`src/rtl/dsaq_pkg.sv`:
```
package dsaq_pkg;
   // Number of increments the settle counter needs before its top bit sets
   function automatic int unsigned settle_edges(input int unsigned cnt_w);
      return 32'd1 << (cnt_w - 1);
   endfunction
endpackage

```
`src/rtl/dsaq_strobe_sync.sv`:
```
module dsaq_strobe_sync #(
   parameter int unsigned STAGES = 2
) (
   input  logic clk_i,
   input  logic rst_n_i,
   input  logic rd_n_i,
   input  logic wr_n_i,
   output logic rd_n_s_o,
   output logic wr_n_s_o,
   output logic active_o
);
   generate
      if (STAGES == 0) begin : g_bypass
         assign rd_n_s_o = rd_n_i;
         assign wr_n_s_o = wr_n_i;
      end else begin : g_chain
         logic [STAGES-1:0] rd_q;
         logic [STAGES-1:0] wr_q;
         always_ff @(posedge clk_i or negedge rst_n_i) begin
            if (!rst_n_i) begin
               rd_q <= '1;
               wr_q <= '1;
            end else begin
               rd_q <= {rd_q[STAGES-2+((STAGES==1)?1:0):0], rd_n_i};
               wr_q <= {wr_q[STAGES-2+((STAGES==1)?1:0):0], wr_n_i};
            end
         end
         assign rd_n_s_o = rd_q[STAGES-1];
         assign wr_n_s_o = wr_q[STAGES-1];
      end
   endgenerate

   assign active_o = ~rd_n_s_o | ~wr_n_s_o;
endmodule

```
`src/rtl/dsaq_settle_timer.sv`:
```
module dsaq_settle_timer
   import dsaq_pkg::*;
#(
   parameter int unsigned CNT_W = 2
) (
   input  logic clk_i,
   input  logic rst_n_i,
   input  logic active_i,
   output logic done_o,
   output logic capture_o
);
   localparam int unsigned        HALF    = settle_edges(CNT_W);
   localparam logic [CNT_W-1:0]   LAST_LO = CNT_W'(HALF - 1);

   logic [CNT_W-1:0] cnt_q;

   always_ff @(posedge clk_i or negedge rst_n_i) begin
      if (!rst_n_i)               cnt_q <= '0;
      else if (!active_i)         cnt_q <= '0;
      else if (!cnt_q[CNT_W-1])   cnt_q <= cnt_q + 1'b1;
   end

   assign done_o    = cnt_q[CNT_W-1];
   assign capture_o = active_i && (cnt_q == LAST_LO);

   p_sat_hold_r4: assert property (@(posedge clk_i) disable iff (!rst_n_i)
      (done_o && active_i) |=> done_o);
   p_idle_zero_r7: assert property (@(posedge clk_i) disable iff (!rst_n_i)
      !active_i |=> (cnt_q == '0));
   p_count_step_r2: assert property (@(posedge clk_i) disable iff (!rst_n_i)
      (active_i && !done_o) |=> (cnt_q == $past(cnt_q) + 1'b1));
endmodule

```
`src/rtl/dsaq_offset_match.sv`:
```
module dsaq_offset_match #(
   parameter int unsigned           ADDR_W     = 15,
   parameter logic [ADDR_W-1:0]     MATCH_ADDR = '0
) (
   input  logic [ADDR_W-1:0] addr_i,
   output logic              hit_o
);
   assign hit_o = (addr_i == MATCH_ADDR);
endmodule

```
`src/rtl/dly_sel_addr_qual.sv`:
```
module dly_sel_addr_qual #(
   parameter int unsigned        SYNC_STAGES = 2,
   parameter int unsigned        CNT_W       = 2,
   parameter int unsigned        ADDR_W      = 15,
   parameter int unsigned        DATA_W      = 32,
   parameter logic [ADDR_W-1:0]  MATCH_ADDR  = 15'h0A5C
) (
   input  logic              clk_i,
   input  logic              rst_n_i,
   input  logic              rd_n_i,
   input  logic              wr_n_i,
   input  logic [ADDR_W-1:0] addr_i,
   input  logic              base_sel_i,
   input  logic [DATA_W-1:0] rd_data_i,
   output logic              access_en_o,
   output logic              bus_oe_o,
   output logic [DATA_W-1:0] bus_data_o
);
   generate
      if (CNT_W < 1 || CNT_W > 8) begin : g_bad_cnt
         $error("CNT_W must lie in 1..8");
      end
      if (SYNC_STAGES > 4) begin : g_bad_sync
         $error("SYNC_STAGES must lie in 0..4");
      end
      if (ADDR_W < 1 || DATA_W < 1) begin : g_bad_width
         $error("ADDR_W and DATA_W must be positive");
      end
   endgenerate

   logic rd_n_s, wr_n_s, active;
   logic done, capture, hit;
   logic en_q;

   dsaq_strobe_sync #(.STAGES(SYNC_STAGES)) u_sync (
      .clk_i   (clk_i),
      .rst_n_i (rst_n_i),
      .rd_n_i  (rd_n_i),
      .wr_n_i  (wr_n_i),
      .rd_n_s_o(rd_n_s),
      .wr_n_s_o(wr_n_s),
      .active_o(active)
   );

   dsaq_settle_timer #(.CNT_W(CNT_W)) u_timer (
      .clk_i    (clk_i),
      .rst_n_i  (rst_n_i),
      .active_i (active),
      .done_o   (done),
      .capture_o(capture)
   );

   dsaq_offset_match #(.ADDR_W(ADDR_W), .MATCH_ADDR(MATCH_ADDR)) u_match (
      .addr_i(addr_i),
      .hit_o (hit)
   );

   always_ff @(posedge clk_i or negedge rst_n_i) begin
      if (!rst_n_i)      en_q <= 1'b0;
      else if (!active)  en_q <= 1'b0;
      else if (capture)  en_q <= hit & base_sel_i;
   end

   assign access_en_o = en_q;
   assign bus_oe_o    = en_q & ~rd_n_i;
   assign bus_data_o  = bus_oe_o ? rd_data_i : '0;

   p_rise_cause_r2: assert property (@(posedge clk_i) disable iff (!rst_n_i)
      $rose(en_q) |-> ($past(hit && base_sel_i) && done));
   p_hold_r4: assert property (@(posedge clk_i) disable iff (!rst_n_i)
      (en_q && active) |=> en_q);
   p_idle_clear_r7: assert property (@(posedge clk_i) disable iff (!rst_n_i)
      !active |=> !en_q);
   p_no_early_r8: assert property (@(posedge clk_i) disable iff (!rst_n_i)
      (!done && !capture) |=> !$rose(en_q));
   always_comb begin
      if (rst_n_i) begin
         p_oe_gate_r9: assert (!bus_oe_o || (en_q && !rd_n_i));
         p_data_zero_r9: assert (bus_oe_o || bus_data_o == '0);
      end
   end
   p_write_no_drive_r6: assert property (@(posedge clk_i) disable iff (!rst_n_i)
      rd_n_i |-> !bus_oe_o);
endmodule

```
`config.mk`:
```
export PLATFORM = sky130hd
export DESIGN_NAME = dly_sel_addr_qual
export DESIGN_NICKNAME = d
export VERILOG_FILES = /design/src/rtl/dsaq_pkg.sv /design/src/rtl/dsaq_strobe_sync.sv /design/src/rtl/dsaq_settle_timer.sv /design/src/rtl/dsaq_offset_match.sv /design/src/rtl/dly_sel_addr_qual.sv
export SDC_FILE = /design/constraint.sdc
export NUM_CORES = 1
export LEC_CHECK = 0
export BUFFER_PORTS_ARGS = -buffer_cell sky130_fd_sc_hd__buf_2
export CORE_UTILIZATION = 30
export DETAILED_ROUTE_END_ITERATION = 10
export PLACE_DENSITY = 0.82
export SLEW_MARGIN = 40
export SYNTH_ARGS = -nofsm -noshare
export SYNTH_HDL_FRONTEND = slang
export SYNTH_SLANG_ARGS = --single-unit
```
`constraint.sdc`:
```
create_clock -name clk_i -period 1.9 [get_ports clk_i]
set_input_delay 0.19 -clock clk_i [delete_from_list [all_inputs] [get_ports clk_i]]
set_output_delay 0.19 -clock clk_i [all_outputs]
set_load 0.005 [all_outputs]
```
==> impl_metrics.yaml <==
synth:
  synth.avg_cell_area_um2: 9.57
  synth_top_area_cell: "and2_1"
  synth_area_leaders: "and2_1 23%, dfstp_2 19%, and2_2 17%"
  synthesis.area_um2: 546
  yosysSeqAreaShare: 0.330
  synthesis.nets: 109
  yosysWarnings: 0
  ys_ff_latch: 7
  yosys.area.top_type_share: 0.229
  netlist_instances: 57
  synth_cell_types: 17
placed_design:
  dp_cells: 164
  finalWeightedCongestion: 0.684
  port_buffers: 85
  dp.final_hpwl_um: 1560
global_routing:
  grt-busiest-layer: "met2"
  grt_pass1_vias: 575
  grt_use_met1: 0.153
  grt_use_total: 0.160
  globalRouteMet2Util: 0.347
  grt_max_degree: 34
  overflow: 0
  grt_antenna_before_repair: 0
  grt_pass1_wl_um: 2340
  grt_use_met3: 0.0286
timing:
  setup_tns_ns: 0
  worst_slew_pin_slew_ns: 0.476
  fmax_mhz: 638
  rsz0062_at_grt: "false"
  hold_violations: 0
  setup_viol_count_final: 0
  period_needed_ns: 1.57
  slew_viol_final: 0
  fin_skew_ns: 0.00304
  worst_slew_margin_rel: 0.682
  final.period_utilization: 0.825
layout:
  layout_commonest_cell: "buf_2"
  fin_nets: 197
  final_cells: 169
  drive_above_1_share: 0.743
  insertedDiodeCount: 0
  area_delta_synth_final_pct: 84.2
  n_fill_cell: 173
  final_cell_mix: "85 x buf_2, 20 x and2_1, 12 x and2_2, 4 x dfstp_2"
floorplanning:
  die_w_um: 44.6
  rows: 15
  pin_count: 86
  fp.dieH_um: 44.6
  core_area_um2: 1710
  dieArea_um2: 1990
  initial_utilization: 0.319
routing:
  wl_um: 1750
  vias: 722
  ant_nets: 0
  drt_iter0_markers: 10
  avgRoutedWirePerCell_um: 10.4
  routed_via_density: 4.27
  post-route-drc-count: 0
  first_pass_iters: 4
worst_setup_path:
  path_cells: "nor2b_4, and2_2, buf_2"
  crit_type: "flop to primary output"
  cp-end-kind: "primary output"
  slowest_stage: "nor2b_4"
  cp-start-kind: "flop"
  crit_family: "simple AND/OR/NAND/NOR gates"
  cp.buffers_inverters: 1
  max_stage_delay_ns: 0.45
  path_max_fanout: 33
  crit_arrival_ns: 1.38
  crit_required_ns: 1.71
power_and_ir_drop:
  p_clk_frac: 0.309
  vdd_ir_drop_max_v: 0.000350
  switching_share: 0.228
  p_leak_nw: 0.631
  switchingPower_mw: 0.0926
  p_comb_frac: 0.225
  power_density_nw_per_um2: 404
  seqPwrFrac: 0.467
  internal_power_mw: 0.313
hold_path:
  hold_path.class: "input pin to flop"
clock_network:
  htree_num_levels: 1
  clock-sinks: 7
  cts_inserted_buffers: 3
  cts_tree: "yes"
  clock_path_buffers: 2
  cts_root_buffer: "clkbuf_4"
  clk_pin_slew_ns: 0.05
  post_cts_buffers: 0
  clk_latency_ns: 0.24
outcome:
  status: "finished, final reports clean"
flow_run:
  maxCapViolations: 0
[stage by stage]
step                instance area (um^2)   util  power, mW  hold WS, ns  setup WS (ns)
CTS                                 1000  0.588      0.413       0.0465          0.312
global route                        1000  0.588      0.431       0.0419          0.182
floorplan                            546      -      0.221       -0.106          0.877
finish                              1000  0.588      0.406       0.0530          0.333
detailed placement                   968  0.567      0.283       0.0288          0.575
global placement                     968  0.567      0.276       0.0216          0.663
[synth_stat cells]
library cell	n
nor2b_4	1
nand3_1	2
a21oi_1	1
and2_2	12
nand2_1	2
o21ai_1	1
inv_1	1
nand3b_1	1
dfrtp_1	3
nor4bb_1	1
and4b_1	1
o21a_1	1
nand2b_1	1
dfstp_2	4
and2_1	20
buf_6	3
nor4b_2	2
[final cells by class]
type,count,area [um^2],area share
Timing Repair Buffer,86,435,0.433
Multi-Input combinational cell,46,328,0.326
Sequential cell,7,180,0.179
Tap cell,25,31.3,0.0311
Clock buffer,4,26.3,0.0262
Inverter,1,3.75,0.00374
[worst reg2reg max path: stages (launching register included)]
cell	delay, ns
dfrtp_1	0.38
nand2b_1	0.18
nand3b_1	0.17
o21ai_1	0.12
[repair_timing]
| item | in CTS | in global routing |
|---|---|---|
| hold buffers | 1 | 0 |
| endpoints found under the setup margin | 0 | 0 |
| gates resized for setup | 0 | 0 |
| hold endpoints to repair | 7 | 0 |
[power by group through the flow]
stage | clock network, mW | logic [mW] | registers, mW
CTS | 0.130 | 0.0935 | 0.189
finish | 0.125 | 0.0913 | 0.189
global placement | 0 | 0.0861 | 0.190
floorplan | 0 | 0.0324 | 0.189
detailed placement | 0 | 0.0913 | 0.192
global route | 0.136 | 0.103 | 0.192
[registers in the layout, summed over array words and instances (netlist names)]
register             cells
access_en_o              1
u_sync.g_chain.rd_q      2
u_sync.g_chain.wr_q      2
u_timer.cnt_q            2
[worst paths after layout]
path	from	end	slack (ns)	cells after the start
worst max-delay path	access_en_o$_DFFE_PN0P_	bus_data_o[26]	0.33	3
worst min-delay path	wr_n_i	u_sync.g_chain.wr_q[0]$_DFF_PN1_	0.05	1
worst max register to register	u_timer.cnt_q[1]$_DFF_PN0_	access_en_o$_DFFE_PN0P_	0.98	3
worst min register to register	u_sync.g_chain.wr_q[0]$_DFF_PN1_	u_sync.g_chain.wr_q[1]$_DFF_PN1_	0.35	0
max in group asynchronous	rst_n_i	u_sync.g_chain.wr_q[0]$_DFF_PN1_	1.35	2
min in group asynchronous	rst_n_i	u_timer.cnt_q[1]$_DFF_PN0_	0.32	2
[kinds of logic after synthesis]
group / synth area share
AO/OA/AOI/OAI: 0.0321
buffers and inverters: 0.0688
flip-flops: 0.330
AND/OR/NAND/NOR: 0.569
[metal layers]
metal  wire length (um)  vias to the layer above
met5                  0                        -
met4                  0                        0
met3                164                        0
met2               1040                       42
met1                547                      325
li1                   -                      355
Power figures use the tool's default switching activity.
